`config.mk`:
```
export PLATFORM = sky130hd
export DESIGN_NAME = tick_watchdog
export DESIGN_NICKNAME = d
export VERILOG_FILES = /design/src/rtl/tick_watchdog.sv
export SDC_FILE = /design/constraint.sdc
export NUM_CORES = 1
export LEC_CHECK = 0
export BUFFER_PORTS_ARGS = -buffer_cell sky130_fd_sc_hd__buf_2
export CORE_MARGIN = 3
export CORE_UTILIZATION = 53
export DETAILED_ROUTE_END_ITERATION = 10
export MAX_ROUTING_LAYER = met4
export PLACE_DENSITY_LB_ADDON = 0.3
export SLEW_MARGIN = 25
export SYNTH_ARGS = -nofsm -noshare
export SYNTH_HDL_FRONTEND = slang
export SYNTH_SLANG_ARGS = --single-unit
```
`constraint.sdc`:
```
create_clock -name clk -period 2.5 [get_ports clk]
set_input_delay 0 -clock clk [delete_from_list [all_inputs] [get_ports clk]]
set_output_delay 0 -clock clk [all_outputs]
set_load 0.01 [all_outputs]
```
`src/rtl/tick_watchdog.sv`:
```
module tick_watchdog #(
  parameter int ADDR_W   = 4,
  parameter int DATA_W   = 32,
  parameter int TICK_DIV = 50_000_000,
  parameter int PER_DEF  = 9
) (
  input  logic              clk,
  input  logic              rst_n,
  input  logic [ADDR_W-1:0] bus_addr,
  input  logic [DATA_W-1:0] bus_wdata,
  input  logic              bus_we,
  output logic [DATA_W-1:0] bus_rdata,
  output logic              irq_o,
  output logic              rst_req_o
);
  localparam int PMIN  = 3;
  localparam int PMAX  = 10;
  localparam int CNT_W = PMAX - PMIN + 1;
  localparam int SH_W  = $clog2(CNT_W);
  localparam int PRE_W = $clog2(TICK_DIV + 1);
  localparam logic [ADDR_W-1:0] A_PER = ADDR_W'(4);
  localparam logic [ADDR_W-1:0] A_SEL = ADDR_W'(8);
  localparam logic [ADDR_W-1:0] A_CTL = ADDR_W'(12);

  logic [3:0]       per_q;
  logic [1:0]       sel_q;
  logic             en_q, stat_q, exp_q;
  logic [1:0]       sh_q;
  logic [SH_W-1:0]  shamt_q;
  logic [CNT_W-1:0] cnt_q;
  logic [PRE_W-1:0] pre_q;
  logic [3:0]       per_clamp;

  wire ctrl_wr = bus_we && (bus_addr == A_CTL);
  wire start   = ctrl_wr && bus_wdata[0] && (bus_wdata[1] || !en_q);
  wire stop    = ctrl_wr && !bus_wdata[0];
  wire tick    = en_q && !exp_q && (pre_q == PRE_W'(TICK_DIV - 1));
  wire [CNT_W-1:0] last = (CNT_W'(1) << shamt_q) - CNT_W'(1);

  always_comb begin
    if (per_q < 4'(PMIN))      per_clamp = 4'(PMIN);
    else if (per_q > 4'(PMAX)) per_clamp = 4'(PMAX);
    else                       per_clamp = per_q;
  end

  always_ff @(posedge clk) begin
    if (!rst_n) begin
      per_q   <= 4'(PER_DEF);
      sel_q   <= '0;
      en_q    <= 1'b0;
      stat_q  <= 1'b0;
      exp_q   <= 1'b0;
      sh_q    <= '0;
      shamt_q <= '0;
      cnt_q   <= '0;
      pre_q   <= '0;
    end else begin
      if (bus_we && bus_addr == A_PER) per_q <= bus_wdata[3:0];
      if (bus_we && bus_addr == A_SEL) sel_q <= bus_wdata[1:0];
      if (ctrl_wr) en_q <= bus_wdata[0];
      if (start) begin
        shamt_q <= SH_W'(per_clamp - 4'(PMIN));
        cnt_q   <= '0;
        pre_q   <= '0;
        exp_q   <= 1'b0;
        stat_q  <= 1'b0;
        sh_q    <= 2'b01;
      end else if (stop) begin
        cnt_q  <= '0;
        pre_q  <= '0;
        exp_q  <= 1'b0;
        stat_q <= 1'b0;
        sh_q   <= '0;
      end else if (en_q) begin
        sh_q <= {sh_q[0], 1'b0};
        if (sh_q[1]) stat_q <= 1'b1;
        if (!exp_q) begin
          pre_q <= tick ? '0 : pre_q + 1'b1;
          if (tick) begin
            if (cnt_q == last) exp_q <= 1'b1;
            else               cnt_q <= cnt_q + 1'b1;
          end
        end
      end
    end
  end

  always_comb begin
    bus_rdata = '0;
    case (bus_addr)
      A_PER: bus_rdata[3:0] = per_q;
      A_SEL: bus_rdata[1:0] = sel_q;
      A_CTL: begin
        bus_rdata[0] = en_q;
        bus_rdata[8] = stat_q;
      end
      default: bus_rdata = '0;
    endcase
  end

  assign irq_o     = exp_q;
  assign rst_req_o = exp_q && (sel_q == 2'd0);
endmodule

```
==> flow_summary.rst <==
.. list-table::
   :header-rows: 1

   * - Metric
     - Value
   * - Met3 routed WL
     - 163 um
   * - Top Layer Used
     - met4
   * - Worst hold margin
     - 0.01004 ns
   * - Register-to-register setup slack
     - 0.31 ns
   * - Cts bufs inserted
     - 5
   * - Total leakage power
     - 1.082 nW
   * - Design Area, Final
     - 2934 um2
   * - Yosys synthesis warning count
     - 0
   * - Minimum setup slack after placement
     - 0.3534 ns
   * - Cells after DPL
     - 402
   * - Dpl hpwl
     - 3515 um
   * - Number of global-route vias before repair
     - 2035
   * - Required time worst endpoint
     - 2.73 ns
   * - Endpoint of the most critical register-to-register path
     - cnt_q[7]
   * - Average footprint of a synthesized cell
     - 8.368 um2
   * - Later-pin clock latency in the skew report
     - 0.30 ns
   * - Overall routed net length
     - 5006 um
   * - Worst clock skew
     - 0.006324 ns
   * - Met1 routed wirelength after detailed routing
     - 2200 um
   * - Routed met2 length
     - 2579 um
   * - Antenna violations before repair
     - 0
   * - Overall Power
     - 1.407 mW
   * - Ys async rst share
     - 0%
   * - Post-route worst setup slack
     - 0.3112 ns
   * - Net count, final
     - 390
   * - VDD IR max
     - 0.0003982 V
   * - Starting density of the core
     - 56.44%
   * - Path type of the worst min-delay path
     - in -> reg
   * - Worst-margin pin slew
     - 0.6974 ns
   * - Ratio of cells with drive above 1 in the final layout
     - 10.60%
   * - Final core area utilization
     - 60.52%
   * - Routability congestion estimate from global placement
     - 0.8517
   * - Chip Height
     - 77.86 um
   * - Clock Tree Buf Depth
     - 2
   * - Drt initial violations
     - 110
   * - DRC
     - 0
   * - Number of inserted diodes
     - 0
   * - Clock tree from TritonCTS
     - built
   * - Nature of the critical path endpoint
     - flop
   * - Area grow syn2layout
     - 7.224%
   * - Fill cell instance count of the final layout
     - 441
   * - Count of distinct cell types in the synthesized netlist
     - 49
   * - Most used DFF post-synth
     - sky130_fd_sc_hd__dfxtp_1
   * - Die ar.
     - 6061 um2
   * - Number of hold violations in the final report
     - 0
   * - Final Slew Violations
     - 0
   * - Post-synthesis instance total
     - 327
   * - Die outline width
     - 77.86 um
   * - RSZ-0062 raised after global routing
     - no
   * - Register clock-pin slew on the reported worst setup and hold paths
     - 0.08 ns
   * - Setup-failing EPs final
     - 0
   * - Achievable Freq
     - 0.4569 GHz
   * - Root cell of the clock tree
     - sky130_fd_sc_hd__clkbuf_8
   * - Worst setup startpoint
     - pre_q[0]
   * - Post-route ant nets
     - 0
   * - Max FO, Critical Path
     - 11
   * - Wire length of the first global-routing pass
     - 8707 um
   * - Netlist area before placement
     - 2736 um2
   * - All-layer global routing usage
     - 17.68%
   * - Floorplan core area
     - 4848 um2
   * - Max Cap Violations
     - 0
   * - Cell at the slowest stage of the critical path
     - sky130_fd_sc_hd__or4_4
   * - Post-synthesis sequential area ratio
     - 35.12%
   * - Startpoint of the most critical register-to-register path
     - pre_q[0]
   * - Post-place instance area
     - 2766 um2
   * - Number of synthesized flops with an enable pin
     - 0
   * - I/O Pins
     - 73
   * - Std-Cell Rows
     - 25
   * - Resize count post-CTS
     - 0
   * - Worst setup path end
     - cnt_q[7]
   * - Ordered list of cells on the worst path
     - ha_1, and4b_4, nand2_2, or4_4, a311oi_1, mux2i_1
   * - Crit path largest cell delay
     - 0.63 ns
   * - Avg Vias per Cell
     - 5.315
   * - Pwr per Cell Area
     - 479.5 nW/um2
   * - Overall via count from detail_route
     - 2211
   * - Count of input and output buffers
     - 17
   * - Data arrival time at the worst-slack endpoint
     - 2.42 ns
   * - Class of the most critical setup path
     - reg -> reg
   * - Average wire length per cell after detail routing
     - 12.03 um
   * - Fraction of the cycle the final worst path needs
     - 87.55%
   * - Clock sink count
     - 48
   * - Flop and latch count out of synthesis
     - 48
   * - Run status
     - finished, final reports clean
   * - H-tree lvl count
     - 2
   * - Clock period minus worst slack
     - 2.189 ns
   * - Kind of start point of the critical path
     - flop
   * - Largest net degree at the start of global routing
     - 24
   * - Fin Setup TNS
     - 0 ns
   * - Post-Layout Cell Count
     - 416
   * - Max transition margin
     - 53.51%
   * - Number of cell instances on the worst register-to-register path
     - 6
   * - Grt total ovfl
     - 0
   * - DR pass1 iterations
     - 4
==> worst max-delay path, delay by kind of cell (launching register included) <==
family	cells	cell delay [ns]
flops	1	0.38
simple gates	3	0.98
fa+ha+maj	1	0.19
compound gates	1	0.36
mux	1	0.22
==> cells in the final DEF (no fill, tap or decap), types with 6 or more instances in the layout <==
cell,netlist,routed
sky130_fd_sc_hd__buf_2,3,17
sky130_fd_sc_hd__dlygate4sd3_1,0,6
sky130_fd_sc_hd__nor3_1,10,10
sky130_fd_sc_hd__mux2i_1,15,15
sky130_fd_sc_hd__and2_1,8,8
sky130_fd_sc_hd__nand2_1,33,33
sky130_fd_sc_hd__nand4_1,7,7
sky130_fd_sc_hd__nor2_1,32,32
sky130_fd_sc_hd__nor2b_1,10,10
sky130_fd_sc_hd__a21oi_1,8,8
sky130_fd_sc_hd__dfxtp_1,48,48
sky130_fd_sc_hd__nand3_1,19,19
sky130_fd_sc_hd__xor2_1,6,6
sky130_fd_sc_hd__nand2b_1,7,7
sky130_fd_sc_hd__inv_1,9,9
sky130_fd_sc_hd__xnor2_1,19,19
sky130_fd_sc_hd__conb_1,1,27
==> cell usage after synthesis (all sizes together) (7+ instances only) <==
cell type  count  area, um2
nand2         34      130.1
mux2i         15      150.1
and2           8      50.05
nor2          32      120.1
nand3         19      95.09
nor2b         10      62.56
nor3          10      50.05
xnor2         19      166.4
inv            9      33.78
nand4          7      43.79
buf           33      244.0
dfxtp         48      960.9
a21oi          8      40.04
nand2b         7      43.79
==> sequential cells by signal, indices dropped and copies added (netlist names) <==
register  cells
irq_o         1
per_q         4
en_q          1
sel_q         2
cnt_q         8
sh_q          2
shamt_q       3
pre_q        26
stat_q        1
==> metal layers <==
metal	track usage, %	vias to the layer above
li1	-	1113
met1	19.76	1049
met2	31.34	41
met3	3.480	8
met4	5.872	0
met5	-	-
==> what timing repair did <==
item | in CTS | in global routing
hold buffers | 6 | 0
hold endpoints to repair | 4 | 0
buffers inserted | 0 | 0
==> logic make-up after synthesis <==
logic type                 Yosys count  synth area share [%]
other                                1                0.1370
adders and majority gates            3                 1.372
buffers and inverters               48                 10.97
DFF                                 48                 35.12
and+or+nand+nor                    153                 29.26
AOI/OAI and AO/OA                   33                 9.236
xor gates and xnor gates            25                 8.002
muxes                               16                 5.898
==> power by group <==
| group | internal (mW) | total, mW | switching, mW | leakage (nW) |
|---|---|---|---|---|
| sequential | 0.766 | 0.769 | 0.00296 | 0.387 |
| combinational | 0.0289 | 0.0855 | 0.0566 | 0.640 |
| clock | 0.297 | 0.552 | 0.255 | 0.0552 |
==> worst min-delay path by stage <==
stage | start | to | slack (ns) | cells past startpoint
after CTS | bus_wdata[0] | sel_q[0] | 0.009 | 3
after global routing | bus_we | per_q[1] | 0.07 | 3
after global placement | bus_wdata[3] | per_q[3] | 0.24 | 3
final | bus_wdata[0] | sel_q[0] | 0.01 | 3
after detailed placement | bus_wdata[3] | per_q[3] | 0.26 | 3
after floorplan | bus_addr[0] | bus_rdata[0] | 0.05 | 1
==> area by class of cell <==
class,instances,area (um2),area share [%]
multi-input combinational,257,1573,53.60
inverter,9,33.78,1.151
clock buffer,6,72.57,2.473
clock inverter,2,35.03,1.194
timing repair buffer,27,175.2,5.970
tap,67,83.83,2.857
sequential,48,960.9,32.75
(Power assumes the default switching activity.)
